`src/rtl/filter_pkg.sv`:
```
package filter_pkg;
  localparam int ADDR_BYTES = 6;
  localparam int ADDR_W = 8 * ADDR_BYTES;
  localparam int CRC_W = 32;
  localparam logic [CRC_W-1:0] CRC_SEED = 32'hFFFF_FFFF;
  localparam logic [CRC_W-1:0] CRC_POLY = 32'hEDB8_8320;

  typedef enum logic [1:0] {
    SEL_CTRL   = 2'd0,
    SEL_STA_LO = 2'd1,
    SEL_STA_HI = 2'd2,
    SEL_TABLE  = 2'd3
  } reg_sel_e;

  // strobes from control to datapath
  typedef struct packed {
    logic first;  // byte 0 of a frame is on the lane
    logic take;   // consume the byte on the lane
    logic last;   // sixth byte: produce a decision
  } step_t;

  function automatic logic [CRC_W-1:0] crcByte(input logic [CRC_W-1:0] c, input logic [7:0] b);
    logic [CRC_W-1:0] r;
    r = c ^ {{(CRC_W-8){1'b0}}, b};
    for (int i = 0; i < 8; i++) begin
      r = r[0] ? ((r >> 1) ^ CRC_POLY) : (r >> 1);
    end
    return r;
  endfunction
endpackage

```
`src/rtl/filter_ctrl.sv`:
```
module filter_ctrl
  import filter_pkg::*;
(
  input  logic  clk,
  input  logic  rst,
  input  logic  inValid,
  input  logic  sofIn,
  output step_t step
);
  localparam int CNT_W = $clog2(ADDR_BYTES + 1);
  localparam logic [CNT_W-1:0] LAST_CNT = CNT_W'(ADDR_BYTES - 1);

  logic             active;
  logic [CNT_W-1:0] cnt;

  always_comb begin
    step.first = inValid && sofIn;
    step.take  = inValid && (sofIn || active);
    step.last  = inValid && !sofIn && active && (cnt == LAST_CNT);
  end

  always_ff @(posedge clk) begin
    if (rst) begin
      active <= 1'b0;
      cnt    <= '0;
    end else if (step.first) begin
      active <= 1'b1;
      cnt    <= CNT_W'(1);
    end else if (step.last) begin
      active <= 1'b0;
      cnt    <= '0;
    end else if (step.take) begin
      cnt    <= cnt + 1'b1;
    end
  end
endmodule

```
`src/rtl/filter_dp.sv`:
```
module filter_dp
  import filter_pkg::*;
#(
  parameter int HASH_BITS = 9
) (
  input  logic        clk,
  input  logic        rst,
  input  step_t       step,
  input  logic [7:0]  byteIn,
  input  logic        regWe,
  input  logic [1:0]  regSel,
  input  logic [31:0] regData,
  output logic        decValid,
  output logic        decAccept
);
  localparam int TABLE_N = 1 << HASH_BITS;
  localparam int HOLD_W = ADDR_W - 8;

  logic [TABLE_N-1:0]   hashTab;
  logic [CRC_W-1:0]     crcReg;
  logic [HOLD_W-1:0]    addrReg;
  logic [31:0]          stationLo;
  logic [15:0]          stationHi;
  logic                 rxEn;
  logic                 promisc;

  logic [CRC_W-1:0]     crcCur;
  logic [CRC_W-1:0]     crcNext;
  logic [HASH_BITS-1:0] hashIdx;
  logic [ADDR_W-1:0]    fullAddr;
  logic                 acceptNow;

  assign crcCur   = step.first ? CRC_SEED : crcReg;
  assign crcNext  = crcByte(crcCur, byteIn);
  assign fullAddr = {byteIn, addrReg};

  // index = bit-reversed CRC, top HASH_BITS bits
  for (genvar k = 0; k < HASH_BITS; k++) begin : g_rev
    assign hashIdx[k] = crcNext[HASH_BITS-1-k];
  end

  always_comb begin
    logic isGroup, isBcast, staHit;
    isGroup   = fullAddr[0];
    isBcast   = &fullAddr;
    staHit    = (fullAddr == {stationHi, stationLo});
    acceptNow = rxEn && (promisc || isBcast || (isGroup ? hashTab[hashIdx] : staHit));
  end

  always_ff @(posedge clk) begin
    if (step.take) begin
      crcReg  <= crcNext;
      addrReg <= {byteIn, addrReg[HOLD_W-1:8]};
    end
  end

  always_ff @(posedge clk) begin
    if (rst) begin
      hashTab   <= '0;
      stationLo <= '0;
      stationHi <= '0;
      rxEn      <= 1'b0;
      promisc   <= 1'b0;
    end else if (regWe) begin
      unique case (reg_sel_e'(regSel))
        SEL_CTRL: begin
          rxEn    <= regData[0];
          promisc <= regData[1];
        end
        SEL_STA_LO: stationLo <= regData;
        SEL_STA_HI: stationHi <= regData[15:0];
        SEL_TABLE:  hashTab[regData[HASH_BITS-1:0]] <= regData[HASH_BITS];
        default: ;
      endcase
    end
  end

  always_ff @(posedge clk) begin
    if (rst) begin
      decValid  <= 1'b0;
      decAccept <= 1'b0;
    end else begin
      decValid  <= step.last;
      decAccept <= step.last && acceptNow;
    end
  end
endmodule

```
`src/rtl/mcast_hash_filter.sv`:
```
module mcast_hash_filter
  import filter_pkg::*;
#(
  parameter int HASH_BITS = 9
) (
  input  logic        clk,
  input  logic        rst,
  input  logic        inValid,
  input  logic        sofIn,
  input  logic [7:0]  byteIn,
  input  logic        regWe,
  input  logic [1:0]  regSel,
  input  logic [31:0] regData,
  output logic        decValid,
  output logic        decAccept
);
  step_t step;

  filter_ctrl u_ctrl (
    .clk     (clk),
    .rst     (rst),
    .inValid (inValid),
    .sofIn   (sofIn),
    .step    (step)
  );

  filter_dp #(.HASH_BITS(HASH_BITS)) u_dp (
    .clk       (clk),
    .rst       (rst),
    .step      (step),
    .byteIn    (byteIn),
    .regWe     (regWe),
    .regSel    (regSel),
    .regData   (regData),
    .decValid  (decValid),
    .decAccept (decAccept)
  );
endmodule

```
`config.mk`:
```
export PLATFORM = sky130hd
export DESIGN_NAME = mcast_hash_filter
export DESIGN_NICKNAME = d
export VERILOG_FILES = /design/src/rtl/filter_pkg.sv /design/src/rtl/filter_ctrl.sv /design/src/rtl/filter_dp.sv /design/src/rtl/mcast_hash_filter.sv
export SDC_FILE = /design/constraint.sdc
export NUM_CORES = 2
export LEC_CHECK = 0
export ABC_CLOCK_PERIOD_IN_PS = 3100
export CORE_MARGIN = 8
export CORE_UTILIZATION = 51
export DETAILED_ROUTE_END_ITERATION = 12
export PLACE_DENSITY_LB_ADDON = 0.08
export SLEW_MARGIN = 20
export SYNTH_ARGS = -nofsm -noshare
export SYNTH_HDL_FRONTEND = slang
export SYNTH_SLANG_ARGS = --single-unit
```
`constraint.sdc`:
```
create_clock -name clk -period 3.1 [get_ports clk]
set_input_delay 0.465 -clock clk [delete_from_list [all_inputs] [get_ports clk]]
set_output_delay 0.465 -clock clk [all_outputs]
set_load 0.02 [all_outputs]
```
==> impl_metrics.py <==
metrics = {
    "run_status": {
        "outcome": "finished with violations",
        "violations": "setup timing",
    },
    "clocking": {
        "clkSlewWorstSetupHoldPaths_ns": 0.06,
        "htreeDepth": 3,
        "numClockSinks": 640,
        "insertion_delay_ns": 0.63,
        "clockBufferDepth": 3,
        "cts_made_buffers": 71,
        "cts_tree": "yes",
        "cts-root-buf": "clkbuf_16",
    },
    "worst_setup_path": {
        "critical_path_class": "reg -> reg",
        "slowest_delay_ns": 0.46,
        "worstSetupStartpointType": "flip-flop",
        "crit_path_end_kind": "flip-flop",
        "worstPathArrival_ns": 4.03,
        "crit_chain": "xnor2_1 > or3_1 > a211o_1 > nand2_4 > inv_12 > buf_12 > buf_4 > mux4_2 > nor2_1 > a211oi_2 > o2111ai_2 > o311ai_2 > a31oi_1 > o41ai_2",
        "cp_slowest_cell": "edfxtp_1",
        "worst-endpoint-required_ns": 3.63,
        "worst-path-max-fanout": 8,
    },
    "logic_synthesis": {
        "async_flop_share_pct": 0,
        "synthDistinctLibCells": 70,
        "ys_seq_area_share_pct": 44.93,
        "synth_compound_area_share_pct": 21.27,
        "netlist_instances": 3563,
        "synthAdderAreaFrac_pct": 0.08308,
        "synthXorXnorAreaFrac_pct": 3.664,
        "synth_ff_type": "dfxtp_1",
        "syn_nets": 3612,
        "synth_top_family_by_area": "compound AO/OA/AOI/OAI gates",
        "ys_seq_elements": 640,
        "synth_mux_area_share_pct": 8.553,
        "ys_warn_count": 0,
        "synth_area_um2": 30120,
        "synth-edff-count": 72,
        "synthSimpleGateAreaFrac_pct": 16.01,
        "avgSynthCellArea_um2": 8.454,
    },
    "timing": {
        "timing_hold_violations_final": 0,
        "period_share_pct": 112.7,
        "setup_viol_count_final": 1,
        "skew_ns": 0.02429,
        "rsz0062_at_grt": "true",
        "tightest_slew_ns": 1.035,
        "slew_viol_final": 0,
        "max_freq_mhz": 286.3,
        "min_period_ns": 3.492,
        "relSlewSlack_pct": 31.03,
        "worst_slack_ns": -0.3924,
    },
    "detailed_routing": {
        "first_pass_iters": 7,
        "ant_nets": 0,
        "drt_iter0_drc": 4503,
        "drt-total-wl_mm": 122.0,
        "vias": 30110,
        "viasPerCell": 6.739,
        "wl_per_cell_um": 27.31,
        "drcViolationCount": 0,
    },
    "final_layout": {
        "drive_above_1_share_pct": 16.78,
        "mostFrequentLayoutCells": "a21oi_1 (577), dfxtp_1 (568), nand3_1 (551)",
        "final_common_cell": "a21oi_1",
        "syn_to_final_growth_pct": 19.11,
        "fin_area_um2": 35880,
        "final_nets": 3686,
        "final-instance-count-excl-fill": 4468,
    },
    "global_route": {
        "antenna_found_initial": 3,
        "overflow": 0,
        "grt_pass1_wl_mm": 179.9,
        "grt_max_degree": 213,
        "track_usage_pct": 34.90,
        "grt_pass1_vias": 28080,
    },
    "die": {
        "start_util_pct": 51.33,
        "die_x_um": 259.0,
        "die_h_um": 259.0,
        "row_count": 89,
        "coreArea_um2": 58690,
        "top_level_ports": 49,
        "floorplan.die_area_um2": 67090,
    },
    "power": {
        "leakagePower_nw": 11.80,
        "power_w": 0.02900,
        "peakVddDrop_mv": 0.5231,
        "power_density_nw_per_um2": 808.2,
    },
    "placed_design": {
        "placed_area_um2": 33090,
        "place_inst": 4324,
        "dp_hpwl_mm": 72.66,
        "place_congestion": 0.9428,
        "numPortBuffers": 48,
    },
    "flow_run": {
        "cap_violations": 0,
    },
    "worst_hold_path": {
        "hold_class": "in -> reg",
    },
}
==> kinds of logic (layout without fill, tap and decap cells) <==
kind of cell / Yosys count / in the layout
adder cells (fa/ha/maj): 2 / 2
AO/OA/AOI/OAI: 1209 / 1209
multiplexers: 153 / 153
other: 0 / 1
AND/OR/NAND/NOR: 1031 / 1031
flip-flops: 640 / 640
buffers and inverters: 402 / 533
XOR/XNOR: 126 / 126
==> flip-flops by register name, summed over array words and instances (netlist names) <==
name,cells
u_ctrl.active,1
u_ctrl.cnt,3
u_dp.addrReg,40
u_dp.crcReg,32
u_dp.decAccept,1
u_dp.decValid,1
u_dp.hashTab,512
u_dp.promisc,1
u_dp.rxEn,1
u_dp.stationHi,16
u_dp.stationLo,32
==> power by group <==
| part | total [W] | internal [W] | switching (W) |
|---|---|---|---|
| Combinational | 0.0112 | 0.00470 | 0.00654 |
| Clock | 0.00886 | 0.00527 | 0.00358 |
| Sequential | 0.00890 | 0.00875 | 0.000144 |
==> stage by stage <==
step	TNS, ns	setup slack [ns]	hold slack, ns	util [%]
5_1_grt	-0.5331	-0.5331	0.3087	61.13
3_3_place_gp	-1.148	-1.148	0.4456	56.38
3_5_place_dp	-1.152	-1.152	0.4544	56.38
4_1_cts	-0.3688	-0.3688	0.2605	60.97
2_1_floorplan	-0.09959	-0.09959	0.4329	-
6_report	-0.3924	-0.3924	0.2951	61.13
==> worst max-delay path: cells and delay by family (launching register included) <==
kind	cells	cell delay, ns
xor gates and xnor gates	1	0.18
buffers and inverters	3	0.41
muxes	1	0.34
DFF	1	0.46
AOI/OAI and AO/OA	6	1.47
and+or+nand+nor	3	0.54
==> worst paths after layout <==
kind	startpoint	to	slack, ns	depth (start not counted)
setup reg to reg	u_dp.crcReg[6]	u_dp.decAccept	-0.39	14
hold / removal	rst	u_ctrl.active	0.30	2
hold reg to reg	u_dp.stationHi[14]	u_dp.stationHi[14]	0.46	2
setup / recovery	u_dp.crcReg[6]	u_dp.decAccept	-0.39	14
==> layout make-up <==
class | instances | area [um^2]
clock inverter | 29 | 327.8
fill | 4981 | 22810
multi-input combinational | 2521 | 15380
timing repair buffer | 372 | 3430
inverter | 30 | 137.6
antenna | 1 | 2.502
tap | 773 | 967.2
timing repair inverter | 1 | 11.26
sequential | 640 | 13530
clock buffer | 101 | 2085
==> routing by layer <==
| metal | routed length [um] | GRT usage (%) |
|---|---|---|
| met1 | 46230 | 46.26 |
| met4 | 7123 | 18.64 |
| met2 | 53770 | 52.21 |
| met3 | 14880 | 8.610 |
| met5 | 13 | 0 |
==> synth_stat cells (3+ instances only) <==
| master | n | area (um^2) |
|---|---|---|
| nand3b_1 | 3 | 22.52 |
| a32o_1 | 3 | 30.03 |
| a32oi_1 | 10 | 87.58 |
| o21ai_0 | 523 | 2618 |
| o22ai_1 | 8 | 50.05 |
| o2bb2ai_1 | 4 | 35.03 |
| a221oi_1 | 15 | 131.4 |
| xor2_1 | 49 | 429.2 |
| clkbuf_1 | 319 | 1197 |
| nor3_1 | 13 | 65.06 |
| nor2b_1 | 4 | 25.02 |
| a21oi_1 | 579 | 2898 |
| and3_1 | 10 | 62.56 |
| dfxtp_1 | 568 | 11370 |
| mux2i_1 | 65 | 650.6 |
| a22o_1 | 6 | 52.55 |
| nand2b_1 | 6 | 37.54 |
| nand3_1 | 556 | 2783 |
| xnor2_1 | 77 | 674.4 |
| or2_2 | 5 | 31.28 |
| o221ai_1 | 4 | 35.03 |
| and2_1 | 6 | 37.54 |
| buf_6 | 9 | 101.4 |
| mux4_2 | 83 | 1869 |
| edfxtp_1 | 72 | 2162 |
| a31oi_1 | 9 | 56.30 |
| inv_1 | 28 | 105.1 |
| mux2_2 | 5 | 56.30 |
| nor4_1 | 12 | 75.07 |
| buf_1 | 9 | 33.78 |
| nor2_1 | 91 | 341.6 |
| buf_4 | 13 | 97.59 |
| a211oi_1 | 7 | 52.55 |
| nand2_1 | 285 | 1070 |
| a21boi_0 | 3 | 22.52 |
| o2111ai_1 | 6 | 52.55 |
| nand4_1 | 21 | 131.4 |
| buf_2 | 22 | 110.1 |
| and3b_1 | 3 | 26.28 |
| a22oi_1 | 7 | 52.55 |
| or3_1 | 5 | 31.28 |
| a311oi_1 | 3 | 26.28 |
==> timing repair <==
item	in CTS	in global routing
pin swaps	19	4
hold buffers	0	0
gates resized for setup	44	11
setup endpoints to repair	1	1
cloned	1	0
setup buffers	9	3
hold endpoints to repair	0	0
No activity file was read; power rests on OpenSTA's default activity.
